File: src/rtl/dpll_mode_pkg.sv
package dpll_mode_pkg;

  localparam int STATUS_W = 2;

  typedef enum logic [STATUS_W-1:0] {
    MODE_FREE   = 2'b00,
    MODE_LOCKED = 2'b01,
    MODE_HOLD   = 2'b10
  } mode_e;

  // strobes from the control FSM to the flag datapath
  typedef struct packed {
    logic  modeChanged;
    mode_e newMode;
  } fsm_strobe_t;

endpackage

File: src/rtl/dpll_mode_fsm.sv
module dpll_mode_fsm
  import dpll_mode_pkg::*;
#(
  parameter int CTRL_W = 3,
  parameter logic [CTRL_W-1:0] CODE_AUTO   = 3'b000,
  parameter logic [CTRL_W-1:0] CODE_FREE   = 3'b001,
  parameter logic [CTRL_W-1:0] CODE_HOLD   = 3'b010,
  parameter logic [CTRL_W-1:0] CODE_LOCKED = 3'b100
) (
  input  logic              clk,
  input  logic              rstN,
  input  logic [CTRL_W-1:0] modeCtrl,
  input  logic              clkSelected,
  input  logic              selDisqualified,
  input  logic              revertSwitch,
  input  logic              forcedSwitch,
  input  logic              otherChanSwitch,
  input  logic              trackOtherChan,
  output mode_e             curMode,
  output fsm_strobe_t       strobe
);

  localparam int N_EVT = 4;

  mode_e           state, nextState;
  logic [N_EVT-1:0] awayEvt;
  logic            switchedAway;
  logic            forceFree, forceHold, forceLocked, autoMode;

  assign awayEvt      = {selDisqualified, revertSwitch, forcedSwitch,
                         otherChanSwitch & trackOtherChan};
  assign switchedAway = |awayEvt;

  assign forceFree   = (modeCtrl == CODE_FREE);
  assign forceHold   = (modeCtrl == CODE_HOLD);
  assign forceLocked = (modeCtrl == CODE_LOCKED);
  assign autoMode    = !(forceFree || forceHold || forceLocked);

  always_comb begin
    nextState = state;
    if (forceFree)        nextState = MODE_FREE;
    else if (forceHold)   nextState = MODE_HOLD;
    else if (forceLocked) nextState = MODE_LOCKED;
    else begin
      unique case (state)
        MODE_FREE:   if (clkSelected) nextState = MODE_LOCKED;
        MODE_LOCKED: if (switchedAway) nextState = MODE_HOLD;
        MODE_HOLD:   nextState = clkSelected ? MODE_LOCKED : MODE_FREE;
        default:     nextState = MODE_FREE;
      endcase
    end
  end

  always_ff @(posedge clk or negedge rstN) begin
    if (!rstN) state <= MODE_FREE;
    else       state <= nextState;
  end

  assign curMode             = state;
  assign strobe.modeChanged  = (nextState != state);
  assign strobe.newMode      = nextState;

  assert_legal_code_R2: assert property (@(posedge clk) disable iff (!rstN)
    state != 2'b11);

  assert_forced_free_R7: assert property (@(posedge clk) disable iff (!rstN)
    forceFree |=> state == MODE_FREE);

  assert_forced_hold_R7: assert property (@(posedge clk) disable iff (!rstN)
    forceHold |=> state == MODE_HOLD);

  assert_forced_locked_R7: assert property (@(posedge clk) disable iff (!rstN)
    forceLocked |=> state == MODE_LOCKED);

  assert_away_to_hold_R5: assert property (@(posedge clk) disable iff (!rstN)
    (autoMode && state == MODE_LOCKED && (selDisqualified || revertSwitch || forcedSwitch))
      |=> state == MODE_HOLD);

  assert_hold_resolves_R6: assert property (@(posedge clk) disable iff (!rstN)
    (autoMode && state == MODE_HOLD) |=> state != MODE_HOLD);

  assert_free_waits_R3: assert property (@(posedge clk) disable iff (!rstN)
    (autoMode && state == MODE_FREE && !clkSelected) |=> state == MODE_FREE);

endmodule

File: src/rtl/dpll_mode_flags.sv
module dpll_mode_flags
  import dpll_mode_pkg::*;
(
  input  logic        clk,
  input  logic        rstN,
  input  fsm_strobe_t strobe,
  input  logic        irqEnable,
  input  logic        irqClear,
  output logic        changePulse,
  output logic        irqStatus
);

  logic irqSet;

  assign irqSet = strobe.modeChanged & irqEnable;

  always_ff @(posedge clk or negedge rstN) begin
    if (!rstN) begin
      changePulse <= 1'b0;
      irqStatus   <= 1'b0;
    end else begin
      changePulse <= strobe.modeChanged;
      irqStatus   <= irqSet | (irqStatus & ~irqClear);
    end
  end

  assert_irq_set_R10: assert property (@(posedge clk) disable iff (!rstN)
    (strobe.modeChanged && irqEnable) |=> irqStatus);

  assert_irq_clear_R10: assert property (@(posedge clk) disable iff (!rstN)
    (irqClear && !strobe.modeChanged) |=> !irqStatus);

  assert_irq_hold_R10: assert property (@(posedge clk) disable iff (!rstN)
    (irqStatus && !irqClear) |=> irqStatus);

  assert_pulse_follows_R9: assert property (@(posedge clk) disable iff (!rstN)
    !strobe.modeChanged |=> !changePulse);

endmodule

File: src/rtl/dpll_mode_ctrl.sv
module dpll_mode_ctrl
  import dpll_mode_pkg::*;
#(
  parameter int CTRL_W = 3,
  parameter logic [CTRL_W-1:0] CODE_AUTO   = 3'b000,
  parameter logic [CTRL_W-1:0] CODE_FREE   = 3'b001,
  parameter logic [CTRL_W-1:0] CODE_HOLD   = 3'b010,
  parameter logic [CTRL_W-1:0] CODE_LOCKED = 3'b100
) (
  input  logic              clk,
  input  logic              rstN,
  input  logic [CTRL_W-1:0] modeCtrl,
  input  logic              clkSelected,
  input  logic              selDisqualified,
  input  logic              revertSwitch,
  input  logic              forcedSwitch,
  input  logic              otherChanSwitch,
  input  logic              trackOtherChan,
  input  logic              irqEnable,
  input  logic              irqClear,
  output logic [STATUS_W-1:0] modeStatus,
  output logic              changePulse,
  output logic              irqStatus
);

  mode_e       curMode;
  fsm_strobe_t strobe;

  dpll_mode_fsm #(
    .CTRL_W(CTRL_W), .CODE_AUTO(CODE_AUTO), .CODE_FREE(CODE_FREE),
    .CODE_HOLD(CODE_HOLD), .CODE_LOCKED(CODE_LOCKED)
  ) i_fsm (
    .clk(clk), .rstN(rstN), .modeCtrl(modeCtrl),
    .clkSelected(clkSelected), .selDisqualified(selDisqualified),
    .revertSwitch(revertSwitch), .forcedSwitch(forcedSwitch),
    .otherChanSwitch(otherChanSwitch), .trackOtherChan(trackOtherChan),
    .curMode(curMode), .strobe(strobe)
  );

  dpll_mode_flags i_flags (
    .clk(clk), .rstN(rstN), .strobe(strobe),
    .irqEnable(irqEnable), .irqClear(irqClear),
    .changePulse(changePulse), .irqStatus(irqStatus)
  );

  assign modeStatus = curMode;

  assert_pulse_marks_change_R9: assert property (@(posedge clk) disable iff (!rstN)
    changePulse |-> modeStatus != $past(modeStatus));

endmodule

File: config.mk
export PLATFORM = sky130hd
export DESIGN_NAME = dpll_mode_ctrl
export DESIGN_NICKNAME = d
export VERILOG_FILES = /design/src/rtl/dpll_mode_pkg.sv /design/src/rtl/dpll_mode_fsm.sv /design/src/rtl/dpll_mode_flags.sv /design/src/rtl/dpll_mode_ctrl.sv
export SDC_FILE = /design/constraint.sdc
export NUM_CORES = 1
export LEC_CHECK = 0
export ABC_AREA = 1
export BUFFER_PORTS_ARGS = -buffer_cell sky130_fd_sc_hd__buf_4
export CAP_MARGIN = 20
export CORE_AREA = 2 2 39 41
export DETAILED_ROUTE_END_ITERATION = 12
export DIE_AREA = 0 0 41 43
export GPL_TIMING_DRIVEN = 0
export SLEW_MARGIN = 10
export SYNTH_ARGS = -nofsm -noshare
export SYNTH_HDL_FRONTEND = slang
export SYNTH_SLANG_ARGS = --single-unit
File: constraint.sdc
create_clock -name clk -period 2.08 [get_ports clk]
set_input_delay 0.104 -clock clk [delete_from_list [all_inputs] [get_ports clk]]
set_output_delay 0.104 -clock clk [all_outputs]
set_load 0.02 [all_outputs]
### After elaboration in Yosys (flattened, before gate mapping)

Index checks and enable logic that the tools add are counted.

* equal/unequal tests: 6
* mux-type cells: 7
* bitwise gates (word level): 5
* reductions and logical operators: 2

Operators by type and width (count)
* two-way mux 2 bit: 5
* case mux 2 bit (3 select lines): 1
* OR reduction 4 bit: 1
* bitwise AND 1 bit: 3
* equality test 3 x 1 -> 1 bit, second input constant: 1
* equality test 3 x 2 -> 1 bit, second input constant: 1
* equality test 3 bit, second input constant: 1
* equality test 2 x 1 -> 1 bit, second input constant: 1
* equality test 2 bit, second input constant: 1
* logical NOT 2 bit: 1
* inequality test 2 bit: 1
* two-way mux 1 bit: 1
* NOT 1 bit: 1
* OR 1 bit: 1

* input port bits: 13
* flip-flop bits (word level): 4
* logic and storage cells: 23

### Logic depth before layout (Yosys ltp)

Gate-level depths: netlist of the first run.

* word-level depth: 10
* depth in mapped cells: 10
* depth with buffers taken out: 10

### By module

Synthesis of the first run repeated with hierarchy kept, for this count alone.

* cells, all modules: 40
* area, all modules: 264.0 um2

Modules (own cells, without submodules)
* dpll_mode_fsm: instances 1, area an instance 198.9 um2, cells an instance 34
* dpll_mode_flags: instances 1, area an instance 65.1 um2, cells an instance 6

### Least setup slack after synthesis of the first run

No wires, ideal clock.

* path type: register to register
* start point: register i_fsm.state[0], in the netlist i_fsm.curMode[0]
* end point: register i_flags.irqStatus
* clock period less this slack: 1.197 ns
* stages on the path, launching flop included: 10
* path slack: 0.883 ns
* data arrival time: 1.081 ns
* path buffers: 0
* cells stage by stage: dfrtp_1 inv_2 nand2_1 and2_1 nand2_2 nand3_1 nand2_1 nand2_2 nand2_1 nand2_1

RTL lines
* start: declaration: RTL line dpll_mode_fsm.sv:25 `mode_e state, nextState;`
* start signal: assignment: RTL line dpll_mode_fsm.sv:56 `else state <= nextState;`
* end signal: assignment: RTL line dpll_mode_flags.sv:23 `irqStatus <= irqSet | (irqStatus & ~irqClear);`
* end: declaration: RTL line dpll_mode_flags.sv:10 `output logic irqStatus`

==> impl_metrics.tcl, run 1 <==
set metrics [dict create \
    critPathLaunchType "register" \
    clkLatencyLatePin_ps 230 \
    netlist.area_leader.share_pct 37.6 \
    clkTransAtPathRegs_ps 40 \
    dr.pass1.iters 3 \
    row_count 14 \
    area_growth_pct 64.8 \
    dieArea_mm2 0.00176 \
    cts_root_buf "clkbuf_4" \
    clock_path_buffers 2 \
    slew_violations 0 \
    ir_worst_vdd_mv 0.225 \
    routed-via-count 284 \
    crit_type "register to register" \
    cts_tree "built" \
    hpwl_um 447 \
    start_util_pct 19.3 \
    synth_area_um2 267 \
    cp_data_required_time_ps 2200 \
    holdPathEnd "i_flags.irqStatus$_DFF_PN0_" \
    cts_max_level 1 \
    drc_errors 0 \
    cts.sinks 4 \
    syn_avg_cell_area_um2 6.66 \
    synth_nets 53 \
    fin_skew_ps 3.14 \
    seq_area_frac_synth_pct 37.6 \
    whs_path_depth 3 \
    r2r-start "i_fsm.curMode[1]$_DFF_PN0_" \
    synth_top_area_cell "dfrtp_1" \
    gp_congestion 0.749 \
    cts_buffers 3 \
    finalCriticalPeriod_ps 1150 \
    wl_per_cell_um 7.16 \
    p_per_area_mw_per_mm2 665 \
    synth_cells 40 \
    grt_usage_pct 8.88 \
    hold_path_startpoint "irqEnable" \
    wirelength_um 544 \
    overflow 0 \
    reg2reg_to "i_flags.irqStatus$_DFF_PN0_" \
    final_nets 75 \
    grt_pass1_vias 290 \
    worst_slew_pin_slew_ps 164 \
    final_util_pct 31.7 \
    setup_tns_ps 0 \
    drtIter0Drc 1 \
    diodes 0 \
    power.leakage_nw 0.259 \
    max_freq_mhz 867 \
    r2r_setup_slack_ps 930 \
    hold_viol 0 \
    die_w_um 41 \
    drive_above_1_share_pct 46.7 \
    max-cap-violations 0 \
    ys_top_cells_by_area "dfrtp_1 (38%), nand2_1 (17%), nand3_1 (11%)" \
    grt_max_degree 5 \
    nFillCells 154 \
    cts_setup_buffers 0 \
    viasPerCell 3.74 \
    finalSetupViolCount 0 \
    worstPathArrival_ps 1270 \
    pin_count 17 \
    ant_nets 0 \
    core_region_area_mm2 0.00138 \
    endpoint_kind "register" \
    rr_worst_depth 8 \
    io_buffers 16 \
    grt_pass1_wl_um 979 \
    hold_path_class "input pin to register" \
    period_share_pct 55.4 \
    synth-seq-cells 4 \
    dp.cells 72 \
    outcome "completed" \
    hold_slack_ps 71.8 \
    relSlewSlack_pct 89.0 \
    ys_warn_count 0 \
    stdcell_count 76 \
    dieHeight_um 43 \
    antenna_found_initial 0 \
    synthDistinctLibCells 10 \
    rsz0062_at_grt "no" \
    worst-path-max-fanout 4 \
]
-- cell type report --
class	count	area, um^2	area share [%]
clock buffers	3	22.5	5.13
flip-flops and latches	4	100	22.8
well taps	16	20.0	4.56
repair buffers	17	130	29.6
multi-input cells	26	129	29.3
inverters	10	37.5	8.55
-- metal layers --
metal	vias up	part of all wire [%]	wire, um	global-route usage, %
met5	-	0	0	0
met4	0	0	0	10.0
met3	0	4.4	24	3.66
met2	5	52	285	13.8
met1	117	43	234	7.19
li1	162	-	-	-
-- synth_stat cells --
library cell	instances
nand3_2	1
nor2_2	2
nand4_1	1
inv_2	3
and2_1	1
dfrtp_1	4
nand2_2	3
inv_1	7
nand3_1	6
nand2_1	12
-- worst max-delay path by stage --
| stage | startpoint | slack, ps | endpoint |
|---|---|---|---|
| after floorplan | i_fsm.curMode[0]$_DFF_PN0_ | 880 | i_flags.irqStatus$_DFF_PN0_ |
| after global placement | i_fsm.curMode[1]$_DFF_PN0_ | 930 | i_flags.irqStatus$_DFF_PN0_ |
| after detailed placement | i_fsm.curMode[1]$_DFF_PN0_ | 920 | i_flags.irqStatus$_DFF_PN0_ |
| after CTS | i_fsm.curMode[1]$_DFF_PN0_ | 910 | i_flags.irqStatus$_DFF_PN0_ |
| after global routing | i_fsm.curMode[1]$_DFF_PN0_ | 810 | i_flags.irqStatus$_DFF_PN0_ |
| final | i_fsm.curMode[1]$_DFF_PN0_ | 930 | i_flags.irqStatus$_DFF_PN0_ |
-- registers in the layout (all words and copies together), names as in the netlist --
name	cells
i_fsm.curMode	2
i_flags.changePulse	1
i_flags.irqStatus	1
-- placed cells by master (no fill, tap or decap) --
master / count
nand3_1: 6
nor2_2: 2
nand2_1: 12
inv_2: 3
dfrtp_1: 4
nand4_1: 1
dlygate4sd3_1: 1
inv_1: 7
buf_4: 16
nand2_2: 3
clkbuf_4: 3
nand3_2: 1
and2_1: 1
-- per-stage QoR --
| step | worst slack, ps | area [um^2] | total power [mW] |
|---|---|---|---|
| floorplan | 883 | 267 | 0.153 |
| global placement | 933 | 407 | 0.198 |
| detailed placement | 921 | 407 | 0.199 |
| CTS | 906 | 439 | 0.301 |
| global route | 807 | 439 | 0.319 |
| finish | 927 | 439 | 0.292 |
-- logic make-up (layout without fill, tap and decap cells) --
| group | after synthesis | count (layout) | synth area share, % |
|---|---|---|---|
| buffers and inverters | 10 | 30 | 14.1 |
| flip-flops | 4 | 4 | 37.6 |
| AND/OR/NAND/NOR | 26 | 26 | 48.4 |
-- repair_timing --
action / in CTS / in global routing
hold buffers: 1 / 0
endpoints found under the hold margin: 4 / 0
gates resized for setup: 0 / 0
-- worst max-delay path, stage by stage, from the launching register on --
cell and delay (ps):
dfrtp_1 420, nor2_2 150, nand4_1 100, nand2_2 80
nand3_1 60, nand2_1 80, nand2_2 60, nand2_1 50
nand2_1 40
-- power breakdown --
part / switching [mW] / internal, mW / leakage (nW)
clock: 0.0295 / 0.0644 / 0.0138
sequential: 0.00828 / 0.0905 / 0.0474
combinational: 0.0521 / 0.0473 / 0.198
(Power assumes the default switching activity.)
==> run 2, diff against run 1 <==
Clock period 2.08 ns to 1.1 ns, I/O delays scaled along.
==> run 2 against run 1 <==
The flow now finishes with violations (negative setup slack). Global-route usage rose by 0.38 points. Sequential share of layout area down 2.0 points. Routed wire length up 14%. Clock power up 90%. Total power rose by 110%. Design area up 13%. Final cell count rose by 3.9%. Critical endpoint unchanged.
==> impl_metrics.tcl, run 2 (synthesis gave the netlist of run 1 again) <==
set metrics [dict create \
    cts.sinks 4 \
    dr.pass1.iters 1 \
    clock_path_buffers 2 \
    relSlewSlack_pct 91.1 \
    setup_tns_ps -62.8 \
    finalCriticalPeriod_ps 1160 \
    drc_errors 0 \
    fin_skew_ps 3.30 \
    cts_tree "built" \
    ir_worst_vdd_mv 0.677 \
    rr_worst_depth 9 \
    cts_buffers 3 \
    clkLatencyLatePin_ps 230 \
    core_region_area_mm2 0.00138 \
    final_nets 78 \
    fin_ws_ps -62.8 \
    grt_max_degree 5 \
    slew_violations 0 \
    wl_met1_um 247 \
    row_count 14 \
    max-cap-violations 0 \
    viasPerCell 4.01 \
    route.met3.wl_um 35 \
    post-place-ws_ps -53.6 \
    dieHeight_um 43 \
    dieArea_mm2 0.00176 \
    wl_met2_um 338 \
    dp.cells 72 \
    drive_above_1_share_pct 65.1 \
    grt_pass1_vias 303 \
    clkTransAtPathRegs_ps 40 \
    crit_type "register to register" \
    nFillCells 150 \
    overflow 0 \
    hold_viol 0 \
    final_cell_mix "buf_4 (19), nand2_2 (8), inv_1 (7), nand2_1 (7), nand3_1 (4)" \
    violations "negative setup slack" \
    worst-path-max-fanout 3 \
    max_freq_mhz 860 \
    die_w_um 41 \
    ant_nets 0 \
    antenna_found_initial 0 \
    drtIter0Drc 0 \
    place_area_um2 414 \
    area_growth_pct 85.4 \
    critPathLaunchType "register" \
    cts_root_buf "clkbuf_4" \
    hpwl_um 499 \
    hold_path_class "input pin to register" \
    outcome "finished, violations left" \
    diodes 0 \
    p_per_area_mw_per_mm2 1220 \
    fin_area_um2 494 \
    whs_path_depth 3 \
    period_share_pct 106 \
    worstPathArrival_ps 1280 \
    final_common_cell "buf_4" \
    routed.top_layer "met3" \
    power.leakage_nw 0.277 \
    start_util_pct 19.3 \
    cp_data_required_time_ps 1220 \
    grt_pass1_wl_um 1100 \
    worst_slew_pin_slew_ps 133 \
    io_buffers 16 \
    endpoint_kind "register" \
    pin_count 17 \
    largest_reg_flops 2 \
    finalSetupViolCount 1 \
    power_uw 605 \
    wirelength_um 622 \
    final_util_pct 35.7 \
    gp_congestion 0.713 \
    routed-via-count 317 \
    wl_per_cell_um 7.87 \
    grt_usage_pct 9.26 \
    rsz0062_at_grt "yes" \
    hold_slack_ps 20.0 \
    cts_max_level 1 \
    stdcell_count 79 \
]
## run 2: cell count changes in the layout (fill, tap and decap cells not counted), sizes merged
cell | previous run | this run
buf | 16 | 19
## run 2: final cells by class
cell class / instances / area [um^2] / share of cell area [%]
inverter: 10 / 37.5 / 7.59
tap: 16 / 20.0 / 4.05
timing repair buffer: 20 / 153 / 30.9
clock buffer: 3 / 22.5 / 4.56
multi-input combinational: 26 / 159 / 32.2
sequential: 4 / 103 / 20.8
## run 2: metal layers
layer  vias to the layer above  global-route usage (%)
met1                       143                    10.0
li1                        167                       -
met3                         0                    6.28
met4                         0                    2.00
met2                         7                    14.4
met5                         -                       0
## run 2: path summary, 6_finish.rpt
path | startpoint | to | slack, ps
worst max-delay path | i_fsm.curMode[0]$_DFF_PN0_ | i_flags.irqStatus$_DFF_PN0_ | -60
worst max register to register | i_fsm.curMode[0]$_DFF_PN0_ | i_flags.irqStatus$_DFF_PN0_ | -60
max in group asynchronous | rstN | i_fsm.curMode[1]$_DFF_PN0_ | 830
worst min-delay path | irqEnable | i_flags.irqStatus$_DFF_PN0_ | 20
min in group asynchronous | rstN | i_flags.changePulse$_DFF_PN0_ | 150
worst min register to register | i_flags.irqStatus$_DFF_PN0_ | i_flags.irqStatus$_DFF_PN0_ | 470
## run 2: repair_timing
item / CTS / global route
endpoints found under the hold margin: 4 / 0
pin swaps: 0 / 7
endpoints found under the setup margin: 1 / 2
setup buffers: 3 / 0
hold buffers: 1 / 0
gates resized for setup: 0 / 8
## run 2: where the power goes
| part | switching, mW | internal, mW |
|---|---|---|
| registers | 0.0130 | 0.173 |
| clock network | 0.0565 | 0.122 |
| logic | 0.122 | 0.118 |
| total | 0.191 | 0.413 |
## run 2: critical path, cell delays in order (launching register included)
cell and delay [ps]:
dfrtp_2 400, inv_2 80, nand2_1 50, and2_4 130, nand2_2 80, nand3_2 70, nand2_2 70, nand2_2 60
nand2_1 60, nand2_1 40
